File: config.mk
export PLATFORM = sky130hd
export DESIGN_NAME = framer_perf_mon
export DESIGN_NICKNAME = d
export VERILOG_FILES = /design/src/rtl/framer_perf_mon.sv
export SDC_FILE = /design/constraint.sdc
export NUM_CORES = 1
export LEC_CHECK = 0
export ABC_AREA = 1
export BUFFER_PORTS_ARGS = -buffer_cell sky130_fd_sc_hd__buf_2
export CAP_MARGIN = 40
export CORE_MARGIN = 3
export CORE_UTILIZATION = 55
export DETAILED_ROUTE_END_ITERATION = 10
export HOLD_SLACK_MARGIN = 0.12
export PLACE_DENSITY_LB_ADDON = 0.05
export SYNTH_ARGS = -nofsm -noshare
export SYNTH_HDL_FRONTEND = slang
export SYNTH_SLANG_ARGS = --single-unit
File: constraint.sdc
create_clock -name clk -period 2.68 [get_ports clk]
set_clock_uncertainty 0.1 [all_clocks]
set_input_delay 0.134 -clock clk [delete_from_list [all_inputs] [get_ports clk]]
set_output_delay 0.134 -clock clk [all_outputs]
set_load 0.05 [all_outputs]
File: src/rtl/framer_perf_mon.sv
module framer_perf_mon #(
  parameter int CNT_W   = 8,
  parameter int HALF_MF = 3
) (
  input  logic             clk,
  input  logic             rst_n,
  input  logic             mode_esf,
  input  logic             ft_err,
  input  logic             fs_err,
  input  logic             crc_err,
  input  logic             sync_loss,
  input  logic             align_chg,
  input  logic             sync_lost,
  input  logic             tb_tick,
  input  logic             sec_tick,
  input  logic [3:0]       reg_addr,
  input  logic             reg_wr,
  input  logic [CNT_W-1:0] reg_wdata,
  output logic [CNT_W-1:0] reg_rdata,
  output logic             irq
);
  localparam int NC = 5;
  localparam int SW = 5;
  localparam int PW = $clog2(2 * HALF_MF + 1);
  localparam logic [CNT_W-1:0] CMAX = {CNT_W{1'b1}};
  localparam logic [PW-1:0] PER_D4  = PW'(HALF_MF);
  localparam logic [PW-1:0] PER_ESF = PW'(2 * HALF_MF);
  localparam logic [3:0] A_STAT = 4'd10;
  localparam logic [3:0] A_MASK = 4'd11;

  logic [CNT_W-1:0] cnt [NC];
  logic [CNT_W-1:0] lat [NC];
  logic [1:0]       inc [NC];
  logic [SW-1:0]    status, ev_set, ev_clr;
  logic [CNT_W-1:0] mask;
  logic [PW-1:0]    tmr, period;
  logic             mf_fire;

  assign period  = mode_esf ? PER_ESF : PER_D4;
  assign mf_fire = sync_lost && tb_tick && (tmr >= period - PW'(1));

  assign inc[0] = {1'b0, ft_err} + {1'b0, fs_err && !mode_esf};
  assign inc[1] = {1'b0, crc_err && mode_esf};
  assign inc[2] = {1'b0, sync_loss};
  assign inc[3] = {1'b0, align_chg};
  assign inc[4] = {1'b0, mf_fire};

  assign ev_set = {mf_fire, align_chg, sync_loss, inc[1][0], inc[0] != 2'd0};
  assign ev_clr = (reg_wr && reg_addr == A_STAT) ? reg_wdata[SW-1:0] : '0;

  function automatic logic [CNT_W-1:0] sat_add(input logic [CNT_W-1:0] a, input logic [1:0] b);
    logic [CNT_W:0] s;
    s = {1'b0, a} + (CNT_W+1)'(b);
    return s[CNT_W] ? CMAX : s[CNT_W-1:0];
  endfunction

  always_ff @(posedge clk or negedge rst_n) begin
    if (!rst_n) begin
      tmr <= '0;
    end else if (!sync_lost || mf_fire) begin
      tmr <= '0;
    end else if (tb_tick) begin
      tmr <= tmr + PW'(1);
    end
  end

  always_ff @(posedge clk or negedge rst_n) begin
    if (!rst_n) begin
      for (int i = 0; i < NC; i++) begin
        cnt[i] <= '0;
        lat[i] <= '0;
      end
    end else begin
      for (int i = 0; i < NC; i++) begin
        if (sec_tick) begin
          lat[i] <= cnt[i];
          cnt[i] <= sat_add('0, inc[i]);
        end else begin
          cnt[i] <= sat_add(cnt[i], inc[i]);
        end
      end
    end
  end

  always_ff @(posedge clk or negedge rst_n) begin
    if (!rst_n) begin
      status <= '0;
      mask   <= '1;
    end else begin
      status <= (status & ~ev_clr) | ev_set;
      if (reg_wr && reg_addr == A_MASK) mask <= reg_wdata;
    end
  end

  assign irq = |(status & ~mask[SW-1:0]);

  always_comb begin
    reg_rdata = '0;
    if (reg_addr < 4'd5)          reg_rdata = cnt[reg_addr];
    else if (reg_addr < 4'd10)    reg_rdata = lat[reg_addr - 4'd5];
    else if (reg_addr == A_STAT)  reg_rdata = CNT_W'(status);
    else if (reg_addr == A_MASK)  reg_rdata = mask;
  end

  p_fbe_mono_r6: assert property (@(posedge clk) disable iff (!rst_n)
    !$past(sec_tick) |-> cnt[0] >= $past(cnt[0]));

  p_lat_hold_r7: assert property (@(posedge clk) disable iff (!rst_n)
    !$past(sec_tick) |-> $stable(lat[2]));

  p_lat_take_r7: assert property (@(posedge clk) disable iff (!rst_n)
    $past(sec_tick) |-> lat[1] == $past(cnt[1]));

  p_mf_idle_r5: assert property (@(posedge clk) disable iff (!rst_n)
    (!$past(sync_lost) && !$past(sec_tick)) |-> $stable(cnt[4]));

  p_crc_d4_r3: assert property (@(posedge clk) disable iff (!rst_n)
    (!$past(mode_esf) && !$past(sec_tick)) |-> $stable(cnt[1]));

  p_sticky_r8: assert property (@(posedge clk) disable iff (!rst_n)
    !($past(reg_wr) && $past(reg_addr) == A_STAT) |-> (status & $past(status)) == $past(status));

  p_oof_step_r4: assert property (@(posedge clk) disable iff (!rst_n)
    !$past(sec_tick) |-> cnt[2] - $past(cnt[2]) <= CNT_W'(1));
endmodule

After elaboration in Yosys (flattened, before gate mapping)
Index checks and enable logic that the tools add are counted.
{"block": "word_totals", "regBits": 96, "latch_bits": 0, "ramBits": 0, "rom_bits": 0, "inputBits": 24, "out_inout_bits": 9, "wordCells": 72, "n_memories": 0}
{"block": "op_classes", "n_addsub": 9, "n_mul": 0, "div": 0, "magnitude_cmp": 5, "eq_ne": 2, "n_shift": 0, "mux": 24, "bitwise": 7, "reduce_logical": 12}
{"operator": "$mux W8", "n": 18}
{"operator": "$bmux W8 S3", "n": 2}
{"operator": "$add A8 B1 Y9", "n": 4}
{"operator": "$and A5 B5 Y5", "n": 2}
{"operator": "$ge A5 B4 Y1 const B", "n": 2}
{"operator": "$not A4 Y5", "n": 2}
{"operator": "$not A5 Y5", "n": 2}
{"operator": "$add A8 B2 Y9", "n": 1}
{"operator": "$mux W3", "n": 3}
{"operator": "$eq A4 B4 Y1 const B", "n": 2}
{"operator": "$logic_and A1 B1 Y1", "n": 6}
{"operator": "$mux W5", "n": 1}
{"operator": "$or A5 B5 Y5", "n": 1}
{"operator": "$reduce_or A5 Y1", "n": 1}
{"operator": "$lt A4 B3 Y1 const B", "n": 1}
{"operator": "$lt A4 B4 Y1 const B", "n": 1}
{"operator": "$reduce_bool A2 Y1", "n": 2}
{"operator": "$sub A4 B3 Y4 const B", "n": 1}
{"operator": "$add A3 B1 Y3 const B", "n": 1}
{"operator": "$ge A3 B3 Y1", "n": 1}
{"operator": "$sub A3 B1 Y3 const B", "n": 1}
{"operator": "$add A1 B1 Y2", "n": 1}
{"operator": "$logic_not A1 Y1", "n": 2}
{"operator": "$logic_or A1 B1 Y1", "n": 1}

Longest topological paths before layout
{"block": "depth", "ltp_word": 7, "ltp_mapped": 16, "depth_no_buf": 16}

Least setup slack after synthesis
OpenSTA, ideal clock, no wires.
{"block": "synth_timing", "path_type": "input port to output port", "from": "input port reg_addr[0]", "to": "output port reg_rdata[7]", "arrival_ps": 2040, "required_time_ps": 2446, "slack_ps": 406, "cell_stages": 11, "n_path_buf": 2, "cell_sequence": "inv_2 buf_2 ha_1 buf_2 inv_1 nand3_1 nand2_1 nand2_1 nand2_1 nand2_1 a21oi_1"}
{"block": "synth_via", "elab_chain_cells": 7, "elab_cells_between_ends": 17, "classes_between": "1 x add/sub; 2 x order compare; 2 x eq/ne; 10 x mux; 2 x bitwise"}
{"item": "start: declaration", "line_no": "16", "source": "input logic [3:0] reg_addr,"}
{"item": "$sub A4 B3 Y4", "line_no": "100", "source": "else if (reg_addr < 4'd10) reg_rdata = lat[reg_addr - 4'd5];"}
{"item": "$not A4 Y5 (implied by the code)", "line_no": "100"}
{"item": "$bmux W8 S3", "line_no": "100"}
{"item": "$mux W8 (implied by the code) (2 in a row)", "line_no": "100"}
{"item": "$mux W8", "line_no": "100"}
{"item": "$mux W8 (*)", "line_no": "99", "source": "if (reg_addr < 4'd5) reg_rdata = cnt[reg_addr];"}
{"item": "end: declaration", "line_no": "19", "source": "output logic [CNT_W-1:0] reg_rdata,"}
Mark *: on every way between the ends. The rest lies on a longest branch, timed or not. The select of a mux whose other input is x is not followed.

Worst setup path in the final report
{"block": "layout_timing", "from": "input port mode_esf", "to": "register cnt[37] (netlist bit)"}
{"block": "layout_via", "elab_chain_cells": 6}
{"item": "start: declaration", "line_no": "7", "source": "input logic mode_esf,"}
{"item": "$logic_not A1 Y1", "line_no": "42", "source": "assign inc[0] = {1'b0, ft_err} + {1'b0, fs_err && !mode_esf};"}
{"item": "$logic_and A1 B1 Y1", "line_no": "42"}
{"item": "$add A1 B1 Y2", "line_no": "42"}
{"item": "$add A8 B2 Y9", "line_no": "53", "source": "s = {1'b0, a} + (CNT_W+1)'(b);"}
{"item": "$mux W8", "line_no": "54", "source": "return s[CNT_W] ? CMAX : s[CNT_W-1:0];"}
{"item": "$mux W8", "line_no": "75", "source": "if (sec_tick) begin"}
{"item": "end signal: indexed assignment", "line_no": "77", "source": "cnt[i] <= sat_add('0, inc[i]);"}
{"item": "end signal: indexed assignment", "line_no": "79", "source": "cnt[i] <= sat_add(cnt[i], inc[i]);"}
{"item": "end: declaration", "line_no": "31", "source": "logic [CNT_W-1:0] cnt [NC];"}
No other way between the ends.
A chain may end at the register's enable or synchronous reset.

==> impl_metrics.tcl <==
set metrics [dict create \
    synth_top_cell_area_share_pct 40.3 \
    start_util_pct 57.8 \
    drc_errors 0 \
    die_area_um2 11200 \
    synth_area_leaders "dfrtp_1, nand2_1, inv_1" \
    crit_path_max_incr_delay_ps 530 \
    max_slew_margin_pct 39.7 \
    hpwl_um 9330 \
    clock_path_buffers 2 \
    crit_top_cell "inv_1" \
    outcome "completed" \
    ys.flop_type "dfrtp_1" \
    syn_inst 708 \
    final_area_um2 6160 \
    yosysTopAreaCell "dfrtp_1" \
    drt_iter0_markers 243 \
    num-nets-final 798 \
    clock.fmax_ghz 0.403 \
    min_path_type "in2reg" \
    slew_viol_final 0 \
    final_util_pct 65.1 \
    worstPathRequired_ps 2890 \
    cts_tree "built" \
    cts-root-buf "clkbuf_8" \
    syn_area_um2 5470 \
    async_flop_share_pct 100 \
    finalSetupViolCount 0 \
    path_clk_slew_ps 90 \
    die_y_um 106 \
    leakage_nw 3.00 \
    yosysMostFrequentCell "nand2_1" \
    yosys-top-cells-count "nand2_1, inv_1, dfrtp_1" \
    drive_gt1_share_pct 11.9 \
    seq_area_frac_synth_pct 44.1 \
    grt_pass1_vias 4527 \
    wl_per_cell_um 14.8 \
    synth.net_count 752 \
    vias 4715 \
    post-route-min-period_ps 2480 \
    core_um2 9460 \
    path_cells "dlygate4sd3_1 > buf_2 > inv_1 > nand2_1 > ha_1 > ha_1 > inv_1 > fa_1 > nand3b_1 > nor2_2 > nand4_2 > nand3_1 > nand2_1 > inv_1" \
    fin_crit_sh_pct 92.6 \
    synth_area_per_cell_um2 7.72 \
    gp_congestion 0.886 \
    clock_latency_ps 360 \
    clock_sinks 96 \
    arrival_ps 2690 \
    placed_area_um2 5720 \
    yosys_warnings 0 \
    worst_setup_path_end_kind "register" \
    areaGrowthSynthToFinish_pct 12.7 \
    crit_path_start_kind "input port" \
    first_pass_iters 5 \
    grtUsageTotal_pct 24.9 \
    vdd_drop_max_mv 0.278 \
    crit_type "in2reg" \
    vias_per_cell 5.32 \
    core.rowCount 35 \
    place.port_buffers 32 \
    synth_edf_count 0 \
    final_hold_viol_count 0 \
    ys_ff_latch 96 \
    crit_fanout 6 \
    drt-total-wl_um 13100 \
    htreeDepth 3 \
    power_per_cell_area_nw_per_um2 527 \
    grt_pass1_wl_um 22300 \
    total_power_w 0.00325 \
    tightest_slew_ps 905 \
    post_cts_buffers 0 \
    setup-tns-final_ps 0 \
    slowest_stage "dlygate4sd3_1" \
    ant_nets 0 \
    grt_max_degree 98 \
    numCtsBuffers 9 \
    n_antenna_cell 0 \
    synth_cell_types 40 \
    antenna_found_initial 0 \
    cap_violations 0 \
    grt-ovfl-total 0 \
    grt_setup_unrepaired "false" \
    ios 33 \
    die_x_um 106 \
    placed_cells 852 \
    finalNonFillerCells 886 \
]
-- logic make-up after synthesis --
| kind of cell | count (synthesis) | synth area share (%) |
|---|---|---|
| adders and majority gates | 20 | 4.72 |
| and+or+nand+nor | 314 | 25.4 |
| buffers and inverters | 132 | 9.98 |
| DFF | 96 | 44.1 |
| AOI/OAI and AO/OA | 125 | 12.3 |
| xor gates and xnor gates | 18 | 2.88 |
| muxes | 3 | 0.618 |
-- layer usage --
layer	up-vias	global-route usage [%]	routed length [µm]
met3	20	2.88	561
met5	-	0	0
li1	2352	-	-
met2	112	38.7	5960
met4	0	8.33	267
met1	2231	36.3	6310
-- cell type report --
cell class,instances,area [µm²]
inverter,105,394
sequential,96,2410
clock buffer,9,124
multi-input combinational,480,2520
clock inverter,5,106
fill,859,3300
tap,129,161
timing repair buffer,62,445
-- critical path: cells and delay by family --
kind | cells | cell delay [ps]
adder cells (fa/ha/maj) | 3 | 870
buffers and inverters | 5 | 850
AND/OR/NAND/NOR | 6 | 830
-- through the flow --
step / hold WS (ps) / worst slack, ps
after floorplan: -262 / 406
after global placement: 81.4 / 340
after detailed placement: 82.0 / 293
after CTS: 141 / 202
after global routing: 202 / 4.82
final: 160 / 199
-- sequential cells by signal (all words and copies together), names as in the netlist --
| register | count |
|---|---|
| lat | 40 |
| cnt | 40 |
| status | 5 |
| tmr | 3 |
| mask | 8 |
-- placed cells by master (no fill, tap or decap), drive strengths merged --
| cell type | Yosys | layout |
|---|---|---|
| nand2 | 202 | 202 |
| inv | 104 | 105 |
| dfrtp | 88 | 88 |
| o21ai | 67 | 67 |
| nand3 | 63 | 63 |
| buf | 20 | 42 |
| a21oi | 38 | 38 |
| nor2 | 29 | 29 |
| dlygate4sd3 | 0 | 20 |
| ha | 19 | 19 |
| xor2 | 13 | 13 |
| nor3 | 11 | 11 |
| o211ai | 9 | 9 |
| clkbuf | 7 | 9 |
| dfstp | 8 | 8 |
| a31oi | 5 | 5 |
| xnor2 | 5 | 5 |
| nand4 | 5 | 5 |
| a22oi | 3 | 3 |
| mux2 | 3 | 3 |
| bufinv | 0 | 3 |
| nand3b | 2 | 2 |
| or2 | 2 | 2 |
| clkinv | 1 | 1 |
| a211oi | 1 | 1 |
| o22ai | 1 | 1 |
| o221ai | 1 | 1 |
| fa | 1 | 1 |
| clkinvlp | 0 | 1 |
-- power breakdown --
part           switching (W)  internal (W)  leakage [nW]
Clock               0.000507      0.000613         0.112
Sequential         0.0000696       0.00155          1.26
Combinational       0.000334      0.000174          1.63
Total               0.000910       0.00234          3.00
-- repair_timing --
item	4_1_cts	5_1_grt
resized for setup	0	2
hold buffers	20	0
setup endpoints to repair	0	6
hold endpoints to repair	64	0
-- final timing paths --
path	endpoint	from	cells past startpoint	slack, ps
max	cnt[37]	mode_esf	14	200
min reg2reg	lat[30]	lat[30]	2	390
max in group asynchronous	mask[1]	rst_n	3	1480
min	lat[25]	sec_tick	4	160
min in group asynchronous	cnt[16]	rst_n	2	200
max reg2reg	cnt[6]	tmr[1]	14	380
(Power assumes the default switching activity.)
